**src/rtl/i80_write_timer.sv**
```systemverilog
module i80_write_timer #(
  parameter int ADDR_W = 8,
  parameter int DATA_W = 16,
  parameter int CNT_W  = 4
) (
  input  logic              clk,
  input  logic              rst_n,
  input  logic              cfg_we,
  input  logic [CNT_W-1:0]  cfg_cs_setup,
  input  logic [CNT_W-1:0]  cfg_wr_setup,
  input  logic [CNT_W-1:0]  cfg_wr_active,
  input  logic [CNT_W-1:0]  cfg_wr_hold,
  input  logic              req_valid,
  output logic              req_ready,
  input  logic [ADDR_W-1:0] req_addr,
  input  logic [DATA_W-1:0] req_data,
  output logic              busy,
  output logic [ADDR_W-1:0] bus_addr,
  output logic [DATA_W-1:0] bus_data,
  output logic              bus_cs_n,
  output logic              bus_wr_n,
  output logic              bus_rd_n
);

  localparam logic [CNT_W-1:0] ACTIVE_RST = CNT_W'(1);

  typedef enum logic [2:0] {S_IDLE, S_ADDR, S_CSW, S_WR, S_HOLD} phase_t;

  phase_t            phase;
  logic [CNT_W-1:0]  cnt;
  logic [CNT_W-1:0]  prog_cs, prog_ws, prog_wa, prog_wh;
  logic [CNT_W-1:0]  snap_ws, snap_wa, snap_wh;
  logic [DATA_W-1:0] data_q;
  logic              accept;
  logic              cnt_done;

  assign req_ready = (phase == S_IDLE);
  assign busy      = !req_ready;
  assign accept    = req_valid && req_ready;
  assign cnt_done  = (cnt == '0);
  assign bus_cs_n  = !(phase == S_CSW || phase == S_WR || phase == S_HOLD);
  assign bus_wr_n  = (phase != S_WR);
  assign bus_rd_n  = 1'b1;

  always_ff @(posedge clk or negedge rst_n) begin
    if (!rst_n) begin
      prog_cs <= '0;
      prog_ws <= '0;
      prog_wa <= ACTIVE_RST;
      prog_wh <= '0;
    end else if (cfg_we) begin
      prog_cs <= cfg_cs_setup;
      prog_ws <= cfg_wr_setup;
      prog_wa <= cfg_wr_active;
      prog_wh <= cfg_wr_hold;
    end
  end

  always_ff @(posedge clk or negedge rst_n) begin
    if (!rst_n) begin
      phase    <= S_IDLE;
      cnt      <= '0;
      snap_ws  <= '0;
      snap_wa  <= '0;
      snap_wh  <= '0;
      data_q   <= '0;
      bus_addr <= '0;
      bus_data <= '0;
    end else if (accept) begin
      phase    <= S_ADDR;
      cnt      <= prog_cs;
      snap_ws  <= prog_ws;
      snap_wa  <= prog_wa;
      snap_wh  <= prog_wh;
      data_q   <= req_data;
      bus_addr <= req_addr;
    end else begin
      case (phase)
        S_ADDR: begin
          if (cnt_done) begin
            phase <= S_CSW;
            cnt   <= snap_ws;
          end else begin
            cnt <= cnt - 1'b1;
          end
        end
        S_CSW: begin
          if (cnt_done) begin
            phase    <= S_WR;
            cnt      <= snap_wa;
            bus_data <= data_q;
          end else begin
            cnt <= cnt - 1'b1;
          end
        end
        S_WR: begin
          if (cnt_done) begin
            phase <= S_HOLD;
            cnt   <= snap_wh;
          end else begin
            cnt <= cnt - 1'b1;
          end
        end
        S_HOLD: begin
          if (cnt_done) phase <= S_IDLE;
          else          cnt   <= cnt - 1'b1;
        end
        default: phase <= S_IDLE;
      endcase
    end
  end

  assert_accept_starts_setup_R1: assert property (@(posedge clk) disable iff (!rst_n)
    accept |=> busy && bus_cs_n && bus_wr_n)
    else $error("accepted write did not start with chip select high");

  assert_addr_stable_at_cs_R1: assert property (@(posedge clk) disable iff (!rst_n)
    $fell(bus_cs_n) |-> $stable(bus_addr))
    else $error("address moved as chip select fell");

  assert_strobe_after_cs_R2: assert property (@(posedge clk) disable iff (!rst_n)
    $fell(bus_wr_n) |-> !bus_cs_n && $past(!bus_cs_n))
    else $error("write strobe fell without a chip select setup cycle");

  assert_strobe_inside_cs_R6: assert property (@(posedge clk) disable iff (!rst_n)
    !bus_wr_n |-> !bus_cs_n)
    else $error("write strobe low outside chip select");

  assert_hold_before_release_R4: assert property (@(posedge clk) disable iff (!rst_n)
    $rose(bus_cs_n) |-> $past(bus_wr_n) && !busy)
    else $error("chip select released without a hold cycle");

  assert_data_steady_in_strobe_R7: assert property (@(posedge clk) disable iff (!rst_n)
    (!bus_wr_n && !$fell(bus_wr_n)) |-> $stable(bus_data))
    else $error("data changed during write strobe");

  assert_read_idle_R6: assert property (@(posedge clk) disable iff (!rst_n)
    bus_rd_n)
    else $error("read strobe asserted");

  assert_idle_outputs_hold_R11: assert property (@(posedge clk) disable iff (!rst_n)
    (req_ready && !req_valid) |=> $stable(bus_addr) && $stable(bus_data))
    else $error("bus outputs changed while idle");

endmodule

```
**config.mk**
```make
export PLATFORM = sky130hd
export DESIGN_NAME = i80_write_timer
export DESIGN_NICKNAME = d
export VERILOG_FILES = /design/src/rtl/i80_write_timer.sv
export SDC_FILE = /design/constraint.sdc
export NUM_CORES = 1
export LEC_CHECK = 0
export CAP_MARGIN = 20
export CORE_MARGIN = 3
export CORE_UTILIZATION = 30
export DETAILED_ROUTE_END_ITERATION = 10
export DONT_BUFFER_PORTS = 1
export SYNTH_ARGS = -nofsm -noshare
export SYNTH_HDL_FRONTEND = slang
export SYNTH_SLANG_ARGS = --single-unit
export TNS_END_PERCENT = 5
```
**constraint.sdc**
```tcl
create_clock -name clk -period 4.55 [get_ports clk]
set_input_delay 0.6825 -clock clk [delete_from_list [all_inputs] [get_ports clk]]
set_output_delay 0.6825 -clock clk [all_outputs]
set_load 0.01 [all_outputs]
```
==> out/metrics.yaml <==
status: "complete, no violations"
slew_violations: 0
hold_viol: 0
cts_inserted_buffers: 9
synth.area.top_cells: "dfrtp_1, nand2_1, mux2_2"
stdcell_count: 437
finalPower_mw: 2.19
power.density_nw_per_um2: 618
fin_skew_ns: 0.0106
cp-start-kind: "register"
synth.top_cell.area_share_pct: 58.5
hold_path.class: "primary input to asynchronous set/reset pin"
grt_setup_unrepaired: "no"
p_leak_nw: 1.70
met3_length_um: 534
synth-edff-count: 0
fp.dieArea_um2: 11800
grt.total_usage_pct: 11.6
ios: 73
fmax_mhz: 365
drv_cap: 0
timing.hold.ws_ns: 0.0308
async_flop_share_pct: 100
cts_root_buf: "clkbuf_8"
fill_cells: 1019
place_area_um2: 3280
netlist_area_um2: 3160
antenna_found_initial: 0
coreArea_um2: 10000
row_count: 36
insertion_delay_ns: 0.35
dp.final_hpwl_um: 4510
synth.ff_latch_count: 75
end_kind: "register"
syn_inst: 298
initial_utilization_pct: 31.6
yosysUniqueCellTypes: 39
post_cts_resized: 0
drt_wl_total_um: 6890
critical_path_arrival_ns: 2.97
io_buffers: 0
syn-num-nets: 343
grt_pass1_vias: 2040
place_ws_ns: 1.82
drc: 0
slew_headroom_pct: 43.9
wl_met2_um: 3240
worstPathRequired_ns: 4.78
drive_gt1_share_pct: 18.8
areaGrowthSynthToFinish_pct: 11.9
fin_crit_sh_pct: 60.2
crit_type: "register to register"
wl_per_cell_um: 15.8
multi_input_area_um2: 1200
setup_viol: 0
synth_most_common_cell: "nand2_1"
synthFlopType: "dfrtp_1"
n_antenna_cell: 0
nNetsFinal: 345
dp.cells: 419
timing.final.ws_setup_ns: 1.81
layout_min_cycle_time_ns: 2.74
grt_overflow: 0
antenna_left: 0
yosys-top-cells-count: "nand2_1, dfrtp_1, mux2_2"
grt_max_degree: 76
timing.setup.tns_ns: 0
drtIter0Drc: 215
die_w_um: 109
clk_pin_slew_ns: 0.07
cp_max_fo: 11
vias: 2063
cts_tree: "done"
fin_util_pct: 35.4
avgSynthCellArea_um2: 10.6
viasPerCell: 4.72
ys_seq_area_share_pct: 59.4
h-tree-depth: 3
cts_buffer_depth: 2
peakVddDrop_mv: 0.307
stdcell_area_um2: 3540
place_congestion: 0.851
regArea_um2: 1880
met1Wirelength_um: 3000
tightest_slew_ns: 0.839
die_y_um: 109
grt_pass1_wl_um: 10600
post-synth-top-area-cell: "dfrtp_1"
drtPass1Iterations: 4
clock_sinks: 75
ys.warnings.count: 0
routed.top_layer: "met4"
-- critical path, cell delays in order, from the launching register on --
cell and delay, ns:
dfrtp_1 0.41, inv_1 0.12, ha_1 0.26, or3b_4 0.48
nor4b_4 0.59, buf_4 0.32, a221oi_1 0.11, a222oi_1 0.34
-- layout by cell type, fill, tap and decap left out, types with 3 or more instances in the layout --
master	n
mux2_2	32
nor2_1	14
a221oi_1	4
dfrtp_1	74
clkbuf_8	11
nand2_1	113
inv_1	5
o21ai_0	4
dlygate4sd3_1	3
buf_4	3
-- area by class of cell --
class                   instances  area share [%]
repair buffers                  6            1.48
flip-flops and latches         75            53.1
inverters                       5           0.530
clock buffers                  11            4.28
clock inverters                 4            2.09
well taps                     133            4.70
multi-input cells             203            33.9
-- registers in the layout, indices dropped and copies added, names as in the netlist --
name / cells
bus_addr: 8
snap_ws: 4
snap_wh: 4
bus_data: 16
phase: 3
prog_wa: 4
prog_ws: 4
data_q: 16
prog_cs: 4
cnt: 4
snap_wa: 4
prog_wh: 4
-- where the power goes --
group / internal [mW] / total (mW) / switching, mW / leakage (nW)
combinational: 0.251 / 0.535 / 0.284 / 0.647
sequential: 0.883 / 1.08 / 0.200 / 0.940
clock: 0.336 / 0.570 / 0.235 / 0.115
-- worst paths after layout --
check	from	cells after the start	slack [ns]	to
min in group clk	cfg_we	1	0.43	prog_cs[1]
min reg2reg	prog_ws[3]	2	0.47	snap_ws[3]
max in group asynchronous	rst_n	1	3.15	prog_ws[0]
min	rst_n	0	0.03	prog_cs[3]
max reg2reg	cnt[0]	7	1.81	cnt[1]
max	cnt[0]	7	1.81	cnt[1]
-- layer usage --
metal | vias up | track usage, %
li1 | 987 | -
met1 | 1003 | 14.8
met2 | 65 | 18.0
met3 | 8 | 4.62
met4 | 0 | 3.88
met5 | - | 0
-- kinds of logic (layout without fill, tap and decap cells) --
| logic type | count (synthesis) | count (layout) | synth area share (%) |
|---|---|---|---|
| buffers and inverters | 20 | 26 | 2.93 |
| AO/OA/AOI/OAI | 22 | 22 | 5.50 |
| AND/OR/NAND/NOR | 145 | 145 | 19.7 |
| other | 1 | 1 | 0.119 |
| XOR/XNOR | 1 | 1 | 0.277 |
| multiplexers | 33 | 33 | 11.7 |
| flip-flops | 75 | 75 | 59.4 |
| adder cells (fa/ha/maj) | 1 | 1 | 0.396 |
-- repair_timing --
item,CTS,global route
buffers inserted,0,0
hold buffers,0,3
hold endpoints to repair,0,6
setup endpoints to repair,0,0
(Power assumes the default switching activity.)
